File: src/rtl/btp_pkg.sv
package btp_pkg;
  localparam int unsigned BTP_CPU_NUM  = 4;
  localparam int unsigned BTP_THR_NUM  = 4;
  localparam int unsigned BTP_LANE_W   = 8;
  localparam int unsigned BTP_VEC_W    = 64;
  localparam int unsigned BTP_FIELD_W  = 8;
  localparam int unsigned BTP_IDX_LSB  = 5;

  typedef logic [BTP_VEC_W-1:0] btp_vec_t;
endpackage

File: src/rtl/btp_decode.sv
module btp_decode #(
  parameter int unsigned CPU_NUM = btp_pkg::BTP_CPU_NUM,
  parameter int unsigned THR_NUM = btp_pkg::BTP_THR_NUM,
  parameter int unsigned LANE_W  = btp_pkg::BTP_LANE_W,
  parameter int unsigned VEC_W   = btp_pkg::BTP_VEC_W,
  parameter int unsigned FIELD_W = btp_pkg::BTP_FIELD_W,
  parameter int unsigned IDX_LSB = btp_pkg::BTP_IDX_LSB
) (
  input  logic               obs_valid,
  input  logic [FIELD_W-1:0] obs_tag,
  input  logic [FIELD_W-1:0] obs_attr,
  input  logic               obs_launch,
  output logic [VEC_W-1:0]   set_mask,
  output logic               launch_hit
);
  localparam int unsigned CPU_IDX_W = (CPU_NUM > 1) ? $clog2(CPU_NUM) : 1;
  localparam int unsigned THR_IDX_W = (THR_NUM > 1) ? $clog2(THR_NUM) : 1;

  logic [CPU_IDX_W-1:0] cpu_idx;
  logic [THR_IDX_W-1:0] thr_idx;
  logic                 unused_fields;

  assign cpu_idx       = obs_tag[IDX_LSB +: CPU_IDX_W];
  assign thr_idx       = obs_attr[IDX_LSB +: THR_IDX_W];
  assign unused_fields = ^{obs_tag, obs_attr};
  assign launch_hit    = obs_valid & obs_launch;

  for (genvar i = 0; i < VEC_W; i++) begin : g_bit
    localparam int unsigned LANE = i / LANE_W;
    localparam int unsigned POS  = i % LANE_W;
    if (LANE < CPU_NUM && POS < THR_NUM) begin : g_live
      assign set_mask[i] = obs_valid &&
                           (cpu_idx == CPU_IDX_W'(LANE)) &&
                           (thr_idx == THR_IDX_W'(POS));
    end else begin : g_rsvd
      assign set_mask[i] = 1'b0;
    end
  end
endmodule

File: src/rtl/btp_presence_reg.sv
module btp_presence_reg #(
  parameter int unsigned VEC_W = btp_pkg::BTP_VEC_W
) (
  input  logic             clk,
  input  logic             rst_n,
  input  logic [VEC_W-1:0] set_mask,
  input  logic             launch_hit,
  output logic [VEC_W-1:0] vec_q,
  output logic             lock_q
);
  logic [VEC_W-1:0] vec_d;
  logic             lock_d;
  logic             vec_en;

  always_comb begin
    vec_en = !lock_q && (set_mask != '0);
    vec_d  = vec_q | set_mask;
    lock_d = lock_q | launch_hit;
  end

  always_ff @(posedge clk or negedge rst_n) begin
    if (!rst_n) begin
      vec_q  <= '0;
      lock_q <= 1'b0;
    end else begin
      if (vec_en) vec_q <= vec_d;
      lock_q <= lock_d;
    end
  end
endmodule

File: src/rtl/btp_read_port.sv
module btp_read_port #(
  parameter int unsigned VEC_W = btp_pkg::BTP_VEC_W
) (
  input  logic             clk,
  input  logic             rst_n,
  input  logic             rd_en,
  input  logic [VEC_W-1:0] vec,
  output logic [VEC_W-1:0] rd_data,
  output logic             rd_valid
);
  always_ff @(posedge clk or negedge rst_n) begin
    if (!rst_n) begin
      rd_data  <= '0;
      rd_valid <= 1'b0;
    end else begin
      if (rd_en) rd_data <= vec;
      rd_valid <= rd_en;
    end
  end
endmodule

File: src/rtl/bus_thread_tracker.sv
module bus_thread_tracker #(
  parameter int unsigned CPU_NUM = btp_pkg::BTP_CPU_NUM,
  parameter int unsigned THR_NUM = btp_pkg::BTP_THR_NUM,
  parameter int unsigned LANE_W  = btp_pkg::BTP_LANE_W,
  parameter int unsigned VEC_W   = btp_pkg::BTP_VEC_W,
  parameter int unsigned FIELD_W = btp_pkg::BTP_FIELD_W,
  parameter int unsigned IDX_LSB = btp_pkg::BTP_IDX_LSB
) (
  input  logic               clk,
  input  logic               rst_n,
  input  logic               obs_valid,
  input  logic [FIELD_W-1:0] obs_tag,
  input  logic [FIELD_W-1:0] obs_attr,
  input  logic               obs_launch,
  input  logic               rd_en,
  output logic [VEC_W-1:0]   rd_data,
  output logic               rd_valid
);
  logic [VEC_W-1:0] set_mask;
  logic             launch_hit;
  logic [VEC_W-1:0] pres_vec;
  logic             lock_flag;

  btp_decode #(
    .CPU_NUM(CPU_NUM), .THR_NUM(THR_NUM), .LANE_W(LANE_W),
    .VEC_W(VEC_W), .FIELD_W(FIELD_W), .IDX_LSB(IDX_LSB)
  ) dec_i (
    .obs_valid (obs_valid),
    .obs_tag   (obs_tag),
    .obs_attr  (obs_attr),
    .obs_launch(obs_launch),
    .set_mask  (set_mask),
    .launch_hit(launch_hit)
  );

  btp_presence_reg #(.VEC_W(VEC_W)) pres_i (
    .clk       (clk),
    .rst_n     (rst_n),
    .set_mask  (set_mask),
    .launch_hit(launch_hit),
    .vec_q     (pres_vec),
    .lock_q    (lock_flag)
  );

  btp_read_port #(.VEC_W(VEC_W)) rd_i (
    .clk     (clk),
    .rst_n   (rst_n),
    .rd_en   (rd_en),
    .vec     (pres_vec),
    .rd_data (rd_data),
    .rd_valid(rd_valid)
  );
endmodule

File: config.mk
export PLATFORM = sky130hd
export DESIGN_NAME = bus_thread_tracker
export DESIGN_NICKNAME = d
export VERILOG_FILES = /design/src/rtl/btp_pkg.sv /design/src/rtl/btp_decode.sv /design/src/rtl/btp_presence_reg.sv /design/src/rtl/btp_read_port.sv /design/src/rtl/bus_thread_tracker.sv
export SDC_FILE = /design/constraint.sdc
export NUM_CORES = 1
export LEC_CHECK = 0
export BUFFER_PORTS_ARGS = -buffer_cell sky130_fd_sc_hd__clkbuf_2
export CAP_MARGIN = 10
export CORE_MARGIN = 5
export CORE_UTILIZATION = 41
export CTS_CLUSTER_DIAMETER = 150
export DETAILED_ROUTE_END_ITERATION = 6
export GPL_ROUTABILITY_DRIVEN = 0
export GPL_TIMING_DRIVEN = 0
export PLACE_DENSITY_LB_ADDON = 0.05
export SLEW_MARGIN = 20
export SYNTH_ARGS = -nofsm -noshare
export SYNTH_HDL_FRONTEND = slang
export SYNTH_SLANG_ARGS = --single-unit
File: constraint.sdc
create_clock -name clk -period 1 [get_ports clk]
set_clock_uncertainty 0.1 [all_clocks]
set_input_delay 0 -clock clk [delete_from_list [all_inputs] [get_ports clk]]
set_output_delay 0 -clock clk [all_outputs]
set_load 0.02 [all_outputs]
==> results.sh, run 1 <==
export IMPL_status="finished, violations left"
export IMPL_violations="negative hold slack, negative setup slack"
export IMPL_hold_slack_ns=-0.298
export IMPL_clockRootBuffer="clkbuf_8"
export IMPL_clk_path_buf_depth=2
export IMPL_ys_flop_type="dfrtp_1"
export IMPL_hold_violations=36
export IMPL_min_period_ns=1.16
export IMPL_cts_max_level=2
export IMPL_async_flop_share=1.00
export IMPL_path_cells="nor4b_4 -> a41o_1"
export IMPL_die_w_um=74.5
export IMPL_numCtsBuffers=5
export IMPL_end_kind="flip-flop"
export IMPL_drive_above_1_share=0.500
export IMPL_n_fill_cell=368
export IMPL_design_area_um2=2240
export IMPL_grt_pass1_vias=1017
export IMPL_ys_seq_area_frac=0.499
export IMPL_dp_hpwl_um=2390
export IMPL_critPathMaxStageDelay_ns=0.45
export IMPL_fin_tns_setup_ns=-1.54
export IMPL_cp_required_ns=1.12
export IMPL_fin_util=0.557
export IMPL_grt_usage=0.120
export IMPL_ys_types=21
export IMPL_cts_sinks=34
export IMPL_syn_inst=134
export IMPL_post_cts_setup_buffer_count=0
export IMPL_worstSetupStartpoint="pres_i.lock_q$_DFF_PN0_"
export IMPL_r2r_start="pres_i.lock_q$_DFF_PN0_"
export IMPL_start_kind="flip-flop"
export IMPL_arrival_ns=1.28
export IMPL_antenna_found_initial=0
export IMPL_synth_area_per_cell_um2=12.7
export IMPL_grt_pass1_wl_um=5000
export IMPL_synth_area_top_cells="dfrtp_1 50%, buf_4 21%, mux2_2 11%"
export IMPL_cts_tree="built"
export IMPL_slew_headroom=0.460
export IMPL_core_rowCount=23
export IMPL_routed_wirelength_um=3090
export IMPL_path_clk_slew_ns=0.06
export IMPL_reg2reg_slack_ns=-0.16
export IMPL_finalSetupViolations=15
export IMPL_synth_edf_count=0
export IMPL_ant_nets=0
export IMPL_drtPass1Iterations=4
export IMPL_power_density_nw_per_um2=1360
export IMPL_vias_per_cell=3.98
export IMPL_synth_seq_cells=34
export IMPL_area_growth_syn_to_layout_pct=31.4
export IMPL_criticalPathCategory="flip-flop to flip-flop"
export IMPL_cp_endpoint="pres_i.vec_q[24]$_DFFE_PN0P_"
export IMPL_drc=0
export IMPL_ir_worst_vdd_uv=797
export IMPL_yosysTopAreaCell="dfrtp_1"
export IMPL_cp_slowest_cell="dfrtp_2"
export IMPL_num_vias=1074
export IMPL_p_leak_uw=0.00136
export IMPL_avgRoutedWirePerCell_um=11.5
export IMPL_drt_iter0_markers=22
export IMPL_worstMarginPinSlew_ns=0.811
export IMPL_overflow=0
export IMPL_crit_path_max_fanout=5
export IMPL_portBuffers=23
export IMPL_syn_area_um2=1710
export IMPL_maxCapViolCount=0
export IMPL_die_area_um2=5550
export IMPL_yosys_area_top_type_share=0.499
export IMPL_ys_top_cells_by_count="48 x buf_4, 34 x dfrtp_1, 16 x mux2_2"
export IMPL_grt_max_degree=35
export IMPL_nets=240
export IMPL_yosysMostFrequentCell="buf_4"
export IMPL_setup_ws_ns=-0.161
export IMPL_hold_buffers=8
export IMPL_reg2reg_depth=2
export IMPL_start_util=0.424
export IMPL_period_share=1.16
export IMPL_dp_worst_setup_slack_ns=-0.164
export IMPL_placed_cell_area_um2=2070
export IMPL_boundaryPins=86
export IMPL_die_h_um=74.5
export IMPL_clkLatencyLatePin_ns=0.28
export IMPL_core_um2=4030
export IMPL_hold_path_class="primary input to async pin"
export IMPL_maxSlewViolCount=0
export IMPL_ys_warn_count=0
export IMPL_rr_endpoint="pres_i.vec_q[24]$_DFFE_PN0P_"
export IMPL_fmax_mhz=861
export IMPL_diodes=0
export IMPL_rsz0062_at_grt="yes"
through the flow:
step           power [uW]  std cells
4_1_cts              3100        270
6_report             3060        270
2_1_floorplan        1940        181
3_3_place_gp         2040        254
3_5_place_dp         2050        254
5_1_grt              3230        270
repair_timing:
item,in CTS,in global routing
pin swaps,4,4
endpoints found under the hold margin,40,34
endpoints found under the setup margin,16,16
resized for setup,3,0
flip-flops by register name (all words and copies together) (netlist names):
name	cells
pres_i.vec_q	16
rd_i.rd_data	16
rd_i.rd_valid	1
pres_i.lock_q	1
metal layers:
metal / share of wire / track usage / up-vias
li1: - / - / 529
met1: 0.38 / 0.141 / 493
met2: 0.50 / 0.201 / 47
met3: 0.11 / 0.0500 / 5
met4: 0.0097 / 0.0356 / 0
met5: 0 / 0 / -
cell families (layout without fill, tap and decap cells):
| group | after synthesis | in the layout | share of synthesized area |
|---|---|---|---|
| compound gates | 17 | 17 | 0.0880 |
| buf+inv | 56 | 95 | 0.240 |
| flops | 34 | 34 | 0.499 |
| mux | 16 | 16 | 0.106 |
| other cells | 1 | 48 | 0.00220 |
| simple gates | 10 | 10 | 0.0660 |
critical path, delay by kind of cell, from the launching register on:
kind             cells  cell delay (ns)
flip-flops           1             0.45
AO/OA/AOI/OAI        1             0.22
AND/OR/NAND/NOR      1             0.34
placed cells by master (no fill, tap or decap), drive strengths merged, types with 3 or more instances in the layout:
master	instances
clkbuf	30
a21o	10
buf	53
mux2	16
dfrtp	34
a41o	3
inv	3
conb	48
dlygate4sd3	8
power by group:
part | total (uW) | internal, uW | switching (uW)
clock | 1010 | 554 | 454
combinational | 585 | 245 | 340
sequential | 1470 | 1440 | 30.2
total | 3060 | 2240 | 824
final cells by class:
cell class	count	area, um^2	share of cell area
clock inverter	1	5.00	0.00223
sequential	34	852	0.380
tap	50	62.6	0.0279
buffer	53	398	0.177
timing repair buffer	31	195	0.0871
multi-input combinational	91	632	0.282
clock buffer	7	86.3	0.0385
inverter	3	11.3	0.00502
worst min-delay path by stage:
stage / start / end / slack [ns]
after floorplan: rst_n / pres_i.lock_q$_DFF_PN0_ / -0.40
after global placement: rst_n / rd_i.rd_data[3]$_DFFE_PN0P_ / 0.02
after detailed placement: rd_en / rd_i.rd_valid$_DFF_PN0_ / 0.03
after CTS: rst_n / pres_i.vec_q[19]$_DFFE_PN0P_ / -0.27
after global routing: rst_n / pres_i.vec_q[27]$_DFFE_PN0P_ / -0.22
final: rst_n / rd_i.rd_data[3]$_DFFE_PN0P_ / -0.30
No activity file was read; power rests on OpenSTA's default activity.
==> run 2: changes to the inputs <==
--- a/config.mk
+++ b/config.mk
@@ -5,7 +5,7 @@
 export SDC_FILE = /design/constraint.sdc
 export NUM_CORES = 1
 export LEC_CHECK = 0
-export BUFFER_PORTS_ARGS = -buffer_cell sky130_fd_sc_hd__clkbuf_2
+export BUFFER_PORTS_ARGS = -buffer_cell sky130_fd_sc_hd__buf_4
 export CAP_MARGIN = 10
 export CORE_MARGIN = 5
 export CORE_UTILIZATION = 41
==> results.sh, run 2 (synthesized netlist as in run 1, its figures left out) <==
export IMPL_maxSlewViolCount=0
export IMPL_die_area_um2=5550
export IMPL_placed_cell_area_um2=2130
export IMPL_start_kind="flip-flop"
export IMPL_die_w_um=74.5
export IMPL_clkLatencyLatePin_ns=0.28
export IMPL_hold_buffers=8
export IMPL_dp_worst_setup_slack_ns=-0.175
export IMPL_cp_required_ns=1.12
export IMPL_cts_sinks=34
export IMPL_antenna_found_initial=0
export IMPL_period_share=1.17
export IMPL_core_um2=4030
export IMPL_setup_ws_ns=-0.170
export IMPL_post_cts_setup_buffer_count=0
export IMPL_drt_met1_wl_um=1170
export IMPL_critPathMaxStageDelay_ns=0.45
export IMPL_drtPass1Iterations=4
export IMPL_violations="negative hold slack, negative setup slack"
export IMPL_route_met2_wl_um=1590
export IMPL_grt_max_degree=35
export IMPL_drive_above_1_share=0.500
export IMPL_top_regs="pres_i.vec_q: 16 flops, rd_i.rd_data: 16 flops"
export IMPL_grt_usage=0.119
export IMPL_grt_pass1_wl_um=4920
export IMPL_vias_per_cell=3.92
export IMPL_area_growth_syn_to_layout_pct=34.8
export IMPL_min_period_ns=1.17
export IMPL_crit_path_max_fanout=5
export IMPL_top_layer="met4"
export IMPL_design_area_um2=2300
export IMPL_drt_iter0_markers=24
export IMPL_fmax_mhz=855
export IMPL_num_vias=1059
export IMPL_status="finished, violations left"
export IMPL_p_leak_uw=0.00137
export IMPL_finalSetupViolations=15
export IMPL_core_rowCount=23
export IMPL_rsz0062_at_grt="yes"
export IMPL_hold_path_class="primary input to flip-flop"
export IMPL_start_util=0.424
export IMPL_critPathTopFamily="flip-flops"
export IMPL_nets=240
export IMPL_hold_slack_ns=-0.0319
export IMPL_hold_start="obs_attr[5]"
export IMPL_cts_max_level=2
export IMPL_ir_worst_vdd_uv=762
export IMPL_clk_path_buf_depth=2
export IMPL_boundaryPins=86
export IMPL_numCtsBuffers=5
export IMPL_fin_util=0.571
export IMPL_cts_tree="built"
export IMPL_cp_slowest_cell="dfrtp_2"
export IMPL_crit_buf_inv=0
export IMPL_criticalPathCategory="flip-flop to flip-flop"
export IMPL_diodes=0
export IMPL_ant_nets=0
export IMPL_dp_hpwl_um=2410
export IMPL_maxCapViolCount=0
export IMPL_overflow=0
export IMPL_worstSetupStartpoint="pres_i.lock_q$_DFF_PN0_"
export IMPL_hold_violations=4
export IMPL_final_cell_mix="71 x buf_4, 48 x conb_1, 33 x dfrtp_1"
export IMPL_die_h_um=74.5
export IMPL_layout_commonest_cell="buf_4"
export IMPL_path_clk_slew_ns=0.07
export IMPL_routed_wl_met3_um=352
export IMPL_routed_wirelength_um=3150
export IMPL_drc=0
export IMPL_avgRoutedWirePerCell_um=11.7
export IMPL_power_density_nw_per_um2=1340
export IMPL_r2r_start="pres_i.lock_q$_DFF_PN0_"
export IMPL_portBuffers=23
export IMPL_end_kind="flip-flop"
export IMPL_clockRootBuffer="clkbuf_8"
export IMPL_path_cells="nor4b_4 -> a41o_1"
export IMPL_arrival_ns=1.29
export IMPL_grt_pass1_vias=1035
## run 2: changes by cell type in the layout (fill, tap and decap cells not counted)
cell      before  now
clkbuf_2      23    0
buf_4         48   71
## run 2: worst paths after layout
check	end	slack, ns	cells after the start
worst max-delay path	pres_i.vec_q[24]$_DFFE_PN0P_	-0.17	2
worst min-delay path	pres_i.vec_q[11]$_DFFE_PN0P_	-0.03	3
worst max register to register	pres_i.vec_q[24]$_DFFE_PN0P_	-0.17	2
worst min register to register	pres_i.vec_q[10]$_DFFE_PN0P_	0.35	1
max in group asynchronous	pres_i.lock_q$_DFF_PN0_	0.39	2
min in group asynchronous	pres_i.vec_q[27]$_DFFE_PN0P_	0.09	2
## run 2: worst register-to-register path, cell delays in order, from the launching register on
cell     delay, ns
dfrtp_2       0.45
nor4b_4       0.34
a41o_1        0.22
## run 2: repair_timing
action                                  CTS  global route
hold endpoints to repair                 42             4
pin swaps                                 5             1
resized for setup                         3             0
endpoints found under the setup margin   16            16
## run 2: stage by stage
stage / total power, uW / hold slack, ns / cells / TNS, ns
2_1_floorplan: 1940 / -0.396 / 181 / -0.131
3_3_place_gp: 2060 / -0.138 / 254 / -1.41
3_5_place_dp: 2070 / -0.132 / 254 / -2.02
4_1_cts: 3130 / -0.0433 / 270 / -1.78
5_1_grt: 3260 / -0.0314 / 270 / -2.25
6_report: 3080 / -0.0319 / 270 / -1.73
## run 2: routing by layer
layer	global-route usage	up-vias
met4	0.0356	0
met3	0.0500	3
li1	-	527
met2	0.200	43
met5	0	-
met1	0.138	486
## run 2: area by class of cell
| cell class | instances | area, um^2 |
|---|---|---|
| fill | 348 | 1730 |
| clock buffer | 7 | 86.3 |
| sequential | 34 | 852 |
| inverter | 3 | 11.3 |
| clock inverter | 1 | 5.00 |
| timing repair buffer | 31 | 253 |
| buffer | 53 | 398 |
| tap | 50 | 62.6 |
| multi-input combinational | 91 | 632 |
## run 2: where the power goes
part           internal (uW)  total (uW)  switching [uW]
clock                    554        1000             450
combinational            272         613             340
sequential              1440        1470            30.7
total                   2260        3080             821
